<file path="config.mk">
export PLATFORM = sky130hd
export DESIGN_NAME = qos_region_classifier
export DESIGN_NICKNAME = d
export VERILOG_FILES = /design/src/rtl/qrc_pkg.sv /design/src/rtl/qrc_region_decode.sv /design/src/rtl/qrc_control.sv /design/src/rtl/qrc_datapath.sv /design/src/rtl/qos_region_classifier.sv
export SDC_FILE = /design/constraint.sdc
export NUM_CORES = 1
export LEC_CHECK = 0
export BUFFER_PORTS_ARGS = -buffer_cell sky130_fd_sc_hd__buf_2
export CAP_MARGIN = 0
export CORE_MARGIN = 5
export CORE_UTILIZATION = 46
export DETAILED_ROUTE_END_ITERATION = 12
export HOLD_SLACK_MARGIN = 0.03
export PLACE_DENSITY = 0.86
export RECOVER_POWER = 50
export SETUP_SLACK_MARGIN = 0.2
export SYNTH_ARGS = -nofsm -noshare
export SYNTH_HDL_FRONTEND = slang
export SYNTH_SLANG_ARGS = --single-unit
</file>
<file path="constraint.sdc">
create_clock -name clk -period 1.9 [get_ports clk]
set_input_delay 0.095 -clock clk [delete_from_list [all_inputs] [get_ports clk]]
set_output_delay 0.095 -clock clk [all_outputs]
set_load 0.02 [all_outputs]
</file>
<file path="src/rtl/qrc_pkg.sv">
package qrc_pkg;

  typedef enum logic [1:0] {
    REGION0 = 2'd0,
    REGION1 = 2'd1,
    REGION2 = 2'd2
  } region_e;

  // Strobes from control into the datapath
  typedef struct packed {
    logic load;
    logic dec;
  } qrc_strobe_t;

  // Status from the datapath back to control
  typedef struct packed {
    logic cntZero;
    logic isVar;
  } qrc_status_t;

  localparam int unsigned VAR_CLASS   = 1;
  localparam int unsigned RD_CLS_MAX  = 2;
  localparam int unsigned WR_CLS_MAX  = 1;

endpackage

</file>
<file path="src/rtl/qrc_region_decode.sv">
module qrc_region_decode
  import qrc_pkg::*;
#(
  parameter int unsigned QOS_W    = 4,
  parameter int unsigned CLS_W    = 2,
  parameter bit          IS_WRITE = 1'b0
) (
  input  logic [QOS_W-1:0] qos,
  input  logic [QOS_W-1:0] levelLo,
  input  logic [QOS_W-1:0] levelHi,
  input  logic [CLS_W-1:0] cls0,
  input  logic [CLS_W-1:0] cls1,
  input  logic [CLS_W-1:0] cls2,
  output region_e          region,
  output logic             cfgBad
);

  localparam logic [QOS_W-1:0] QOS_TOP = {QOS_W{1'b1}};
  localparam logic [CLS_W-1:0] RD_MAX  = CLS_W'(RD_CLS_MAX);
  localparam logic [CLS_W-1:0] WR_MAX  = CLS_W'(WR_CLS_MAX);

  logic inLow;
  assign inLow = (qos <= levelLo);

  generate
    if (IS_WRITE) begin : g_write
      logic levelsBad;
      logic classBad;
      logic upperUsable;
      assign levelsBad   = (levelHi <= levelLo) || (levelHi == QOS_TOP);
      assign classBad    = (cls0 > WR_MAX) || (cls1 > WR_MAX) || (cls2 > WR_MAX);
      assign upperUsable = (levelHi > levelLo);
      always_comb begin
        if (inLow)                          region = REGION0;
        else if (upperUsable && qos > levelHi) region = REGION2;
        else                                region = REGION1;
      end
      assign cfgBad = levelsBad || classBad;
    end else begin : g_read
      logic levelBad;
      logic classBad;
      assign levelBad = (levelLo == QOS_TOP);
      assign classBad = (cls0 > RD_MAX) || (cls1 > RD_MAX);
      always_comb region = inLow ? REGION0 : REGION1;
      assign cfgBad = levelBad || classBad;
    end
  endgenerate

endmodule

</file>
<file path="src/rtl/qrc_control.sv">
module qrc_control
  import qrc_pkg::*;
(
  input  logic        clk,
  input  logic        rstN,
  input  logic        accept,
  input  logic        tick,
  input  logic        cfgBadIn,
  input  qrc_status_t status,
  output qrc_strobe_t strb,
  output logic        active,
  output logic        expired,
  output logic        cfgError
);

  logic activeQ;
  logic cfgErrQ;

  always_ff @(posedge clk or negedge rstN) begin
    if (!rstN) begin
      activeQ <= 1'b0;
      cfgErrQ <= 1'b0;
    end else begin
      activeQ <= activeQ | accept;
      cfgErrQ <= cfgBadIn;
    end
  end

  always_comb begin
    strb.load = accept;
    strb.dec  = tick && activeQ && !accept;
  end

  assign active   = activeQ;
  assign expired  = activeQ && status.isVar && status.cntZero;
  assign cfgError = cfgErrQ;

  assert_accept_tracks_R6: assert property (@(posedge clk) disable iff (!rstN)
    accept |=> activeQ);

  assert_error_follows_R8: assert property (@(posedge clk) disable iff (!rstN)
    cfgBadIn |=> cfgError);

endmodule

</file>
<file path="src/rtl/qrc_datapath.sv">
module qrc_datapath
  import qrc_pkg::*;
#(
  parameter int unsigned TO_W     = 11,
  parameter int unsigned CLS_W    = 2,
  parameter bit          IS_WRITE = 1'b0
) (
  input  logic             clk,
  input  logic             rstN,
  input  qrc_strobe_t      strb,
  input  region_e          regionIn,
  input  logic [CLS_W-1:0] cls0,
  input  logic [CLS_W-1:0] cls1,
  input  logic [CLS_W-1:0] cls2,
  input  logic [TO_W-1:0]  toA,
  input  logic [TO_W-1:0]  toB,
  output region_e          regionQ,
  output logic [CLS_W-1:0] classQ,
  output qrc_status_t      status
);

  localparam logic [CLS_W-1:0] VAR_CODE = CLS_W'(VAR_CLASS);

  logic [CLS_W-1:0] clsSel;
  logic [TO_W-1:0]  toSel;
  logic [TO_W-1:0]  cntQ;

  generate
    if (IS_WRITE) begin : g_wsel
      always_comb begin
        unique case (regionIn)
          REGION0: clsSel = cls0;
          REGION1: clsSel = cls1;
          default: clsSel = cls2;
        endcase
        toSel = (regionIn == REGION2) ? toB : toA;
      end
    end else begin : g_rsel
      always_comb begin
        clsSel = (regionIn == REGION0) ? cls0 : cls1;
        toSel  = (regionIn == REGION0) ? toA : toB;
      end
    end
  endgenerate

  always_ff @(posedge clk or negedge rstN) begin
    if (!rstN) begin
      regionQ <= REGION0;
      classQ  <= '0;
      cntQ    <= '0;
    end else if (strb.load) begin
      regionQ <= regionIn;
      classQ  <= clsSel;
      cntQ    <= toSel;
    end else if (strb.dec && cntQ != '0) begin
      cntQ    <= cntQ - 1'b1;
    end
  end

  assign status.cntZero = (cntQ == '0);
  assign status.isVar   = (classQ == VAR_CODE);

  assert_load_value_R5: assert property (@(posedge clk) disable iff (!rstN)
    strb.load |=> cntQ == $past(toSel));

  assert_dec_step_R6: assert property (@(posedge clk) disable iff (!rstN)
    (strb.dec && !strb.load && cntQ != '0) |=> cntQ == $past(cntQ) - 1'b1);

  assert_zero_hold_R6: assert property (@(posedge clk) disable iff (!rstN)
    (!strb.load && cntQ == '0) |=> cntQ == '0);

endmodule

</file>
<file path="src/rtl/qos_region_classifier.sv">
module qos_region_classifier
  import qrc_pkg::*;
#(
  parameter int unsigned QOS_W    = 4,
  parameter int unsigned TO_W     = 11,
  parameter int unsigned CLS_W    = 2,
  parameter bit          IS_WRITE = 1'b0
) (
  input  logic             clk,
  input  logic             rstN,
  input  logic [QOS_W-1:0] qosIn,
  input  logic             qosValid,
  input  logic             tick,
  input  logic [QOS_W-1:0] cfgLevelLo,
  input  logic [QOS_W-1:0] cfgLevelHi,
  input  logic [CLS_W-1:0] cfgClass0,
  input  logic [CLS_W-1:0] cfgClass1,
  input  logic [CLS_W-1:0] cfgClass2,
  input  logic [TO_W-1:0]  cfgTimeoutA,
  input  logic [TO_W-1:0]  cfgTimeoutB,
  output logic             trackValid,
  output logic [1:0]       regionOut,
  output logic [CLS_W-1:0] classOut,
  output logic             expired,
  output logic             cfgError
);

  region_e     regionNext;
  region_e     regionQ;
  logic        cfgBad;
  qrc_strobe_t strb;
  qrc_status_t status;

  qrc_region_decode #(.QOS_W(QOS_W), .CLS_W(CLS_W), .IS_WRITE(IS_WRITE)) i_decode (
    .qos(qosIn), .levelLo(cfgLevelLo), .levelHi(cfgLevelHi),
    .cls0(cfgClass0), .cls1(cfgClass1), .cls2(cfgClass2),
    .region(regionNext), .cfgBad(cfgBad)
  );

  qrc_control i_control (
    .clk(clk), .rstN(rstN), .accept(qosValid), .tick(tick),
    .cfgBadIn(cfgBad), .status(status), .strb(strb),
    .active(trackValid), .expired(expired), .cfgError(cfgError)
  );

  qrc_datapath #(.TO_W(TO_W), .CLS_W(CLS_W), .IS_WRITE(IS_WRITE)) i_datapath (
    .clk(clk), .rstN(rstN), .strb(strb), .regionIn(regionNext),
    .cls0(cfgClass0), .cls1(cfgClass1), .cls2(cfgClass2),
    .toA(cfgTimeoutA), .toB(cfgTimeoutB),
    .regionQ(regionQ), .classQ(classOut), .status(status)
  );

  assign regionOut = regionQ;

  assert_low_region_R1: assert property (@(posedge clk) disable iff (!rstN)
    (qosValid && qosIn <= cfgLevelLo) |=> regionOut == 2'd0);

  assert_expire_var_only_R7: assert property (@(posedge clk) disable iff (!rstN)
    expired |-> (classOut == CLS_W'(VAR_CLASS) && trackValid));

  generate
    if (IS_WRITE) begin : g_wchk
      assert_upper_region_R3: assert property (@(posedge clk) disable iff (!rstN)
        (qosValid && cfgLevelHi > cfgLevelLo && qosIn > cfgLevelHi) |=> regionOut == 2'd2);
    end else begin : g_rchk
      assert_two_regions_R2: assert property (@(posedge clk) disable iff (!rstN)
        regionOut != 2'd2);
    end
  endgenerate

endmodule

</file>
==> impl_metrics.py <==
metrics = {
    "setup_path": {
        "slowest_delay_ns": 0.55,
        "r2r_slack_ns": 0.18,
        "crit_type": "reg2out",
        "end_kind": "output port",
        "crit_path_top_delay_cell": "or4_4",
        "worst-path-buf-inv": 1,
        "worst-path-max-fanout": 4,
        "crit_arrival_ns": 1.74,
        "path_cells": "or4_4 -> nor3_4 -> nand2_1 -> nor3_2 -> buf_4",
        "start_kind": "register",
        "crit_family": "simple AND/OR/NAND/NOR gates",
        "crit_required_ns": 1.80,
    },
    "final_layout": {
        "fin_nets": 218,
        "final_cell_mix": "40 x buf_2, 19 x mux2i_1, 15 x dfrtp_1",
        "antenna_cells": 0,
        "final_util_pct": 67.0,
        "mostFrequentLayoutCell": "buf_2",
        "finish.instance_area_mm2": 0.00153,
        "final_cell_count_no_fill": 196,
        "drive_gt1_share_pct": 43.5,
        "area_growth_pct": 36.4,
    },
    "clock_network": {
        "numCtsBuffers": 3,
        "clockRootBuffer": "clkbuf_4",
        "cts_tree": "done",
        "cts.path.max_buffers": 2,
        "clk_pin_slew_ns": 0.10,
        "clock_latency_ns": 0.29,
        "cts.sinks": 16,
        "htree_num_levels": 1,
    },
    "power_and_ir_drop": {
        "power_density_mw_per_mm2": 694,
        "power_mw": 1.06,
        "p_comb_share_pct": 34.4,
        "p_leak_nw": 0.712,
        "seqPwrFrac_pct": 43.7,
        "vdd_ir_drop_max_mv": 0.586,
        "swShare_pct": 34.7,
        "p_int_mw": 0.691,
        "p_switching_mw": 0.368,
        "p_clk_share_pct": 21.9,
    },
    "global_routing": {
        "grt_max_degree": 22,
        "track_usage_pct": 17.0,
        "grt_pass1_vias": 1136,
        "grt_pass1_wl_um": 4660,
        "antenna_found_initial": 0,
        "overflow": 0,
    },
    "sta": {
        "fin_ws_ns": 0.0623,
        "min_period_over_period_pct": 96.7,
        "holdWs_ns": 0.0395,
        "max_freq_mhz": 544,
        "slew_viol_final": 0,
        "rsz0062_at_grt": "true",
        "setup_viol": 0,
        "hold_viol_final": 0,
        "worstMarginPinSlew_ns": 0.903,
        "final.min_clock_period_ns": 1.84,
        "slew_headroom_pct": 39.8,
        "finClkSkew_ns": 0.00382,
        "final.setup.tns_ns": 0,
    },
    "floorplanning": {
        "die_w_um": 59.3,
        "core_area_mm2": 0.00228,
        "dieArea_mm2": 0.00352,
        "fp.dieH_um": 59.3,
        "ios": 51,
        "initial_utilization_pct": 49.1,
        "rows": 17,
    },
    "placed_design": {
        "hpwl_um": 2090,
        "port_buffers": 43,
        "placed_cells": 183,
        "pre_cts_slack_ns": 0.112,
        "placed_cell_area_mm2": 0.00135,
        "gp_congestion": 0.876,
    },
    "synth": {
        "dominantRegCellSynth": "dfrtp_1",
        "async_flop_share_pct": 100,
        "synth.distinct_cells": 34,
        "synth-seq-area-share_pct": 35.8,
        "syn_avg_cell_area_um2": 9.73,
        "ys_warn_count": 0,
        "synth_nets": 164,
        "synth_edf_count": 0,
        "postSynthCellCount": 115,
        "synth_area_mm2": 0.00112,
        "synth_seq_cells": 16,
    },
    "route": {
        "drc": 0,
        "drtPass1Iterations": 4,
        "vias": 1041,
        "drt_iter0_markers": 9,
        "ant_nets": 0,
        "routed_wl_um": 2850,
        "viasPerCell": 5.31,
        "routedWlPerCell_um": 14.6,
    },
    "status": {
        "run_status": "finished clean",
    },
    "worst_hold_path": {
        "hp-class": "in2reg",
    },
    "job": {
        "drv_cap": 0,
    },
}
==> final cells by class <==
cell class,count,area [µm²]
clock buffer,4,36.3
multi-input combinational,88,727
timing repair buffer,53,299
tap,28,35.0
sequential,16,402
fill,178,751
inverter,7,26.3
==> worst paths after layout <==
check,startpoint,to,cells past startpoint
worst max register to register,i_datapath.cntQ[8]$_DFFE_PN0P_,i_datapath.cntQ[6]$_DFFE_PN0P_,7
max in group asynchronous,rstN,i_datapath.cntQ[5]$_DFFE_PN0P_,2
worst min register to register,i_datapath.regionQ[0]$_DFFE_PN0P_,i_datapath.regionQ[0]$_DFFE_PN0P_,1
min in group asynchronous,rstN,i_datapath.cntQ[6]$_DFFE_PN0P_,2
worst min-delay path,cfgClass1[0],i_control.cfgError$_DFF_PN0_,3
worst max-delay path,i_datapath.cntQ[8]$_DFFE_PN0P_,expired,5
==> cell usage after synthesis, types with 2 or more instances <==
cell type | count | share of area, %
a21oi_1 | 6 | 2.7
nand4_1 | 3 | 1.7
nor2b_1 | 2 | 1.1
inv_1 | 7 | 2.3
nand2_1 | 8 | 2.7
a211oi_1 | 2 | 1.3
o21ai_1 | 2 | 0.89
xnor2_1 | 2 | 1.6
nor3_1 | 5 | 2.2
dfrtp_1 | 16 | 36
buf_4 | 2 | 1.3
nand3_1 | 2 | 0.89
and2_1 | 2 | 1.1
nor2_1 | 10 | 3.4
o21ai_0 | 2 | 0.89
ha_1 | 5 | 5.6
mux2i_1 | 19 | 17
xor2_1 | 4 | 3.1
==> registers in the layout (all words and copies together) (netlist names) <==
| signal | cells |
|---|---|
| i_control.active | 1 |
| i_control.cfgError | 1 |
| i_datapath.classQ | 2 |
| i_datapath.cntQ | 11 |
| i_datapath.regionQ | 1 |
==> routing by layer <==
layer  vias to the layer above  share of wire (%)  track usage (%)
li1                        516                  -                -
met1                       482                 38             18.9
met2                        41                 54             32.4
met3                         2                7.9             5.01
met4                         0               0.46             1.94
met5                         -                  0                0
==> worst reg2reg max path, stage by stage, from the launching register on <==
cell	delay (ns)
dfrtp_1	0.43
or4_4	0.55
nor3_4	0.14
buf_4	0.13
buf_6	0.10
nor3_4	0.04
xnor2_1	0.14
mux2i_1	0.08
==> power groups by stage <==
| stage | clock (mW) | combinational (mW) | sequential (mW) |
|---|---|---|---|
| floorplan | 0 | 0.197 | 0.471 |
| detailed placement | 0 | 0.301 | 0.470 |
| finish | 0.232 | 0.364 | 0.463 |
| CTS | 0.237 | 0.341 | 0.460 |
| global placement | 0 | 0.282 | 0.465 |
| global route | 0.257 | 0.399 | 0.470 |
==> cell families (layout without fill, tap and decap cells) <==
kind of cell	count (synthesis)	after routing	synth area share, %
compound gates	17	17	10.3
xor+xnor	6	6	4.70
fa+ha+maj	5	5	5.59
buf+inv	11	64	5.14
flops	16	16	35.8
mux	20	20	18.0
other cells	1	1	0.335
simple gates	39	39	20.1
==> repair_timing <==
action                     CTS  global route
setup endpoints to repair   10            12
setup buffers                6             1
hold endpoints to repair    17             0
hold buffers                 2             0
resized for setup            7            10
pin swaps                    6            11
No activity file was read; power rests on OpenSTA's default activity.
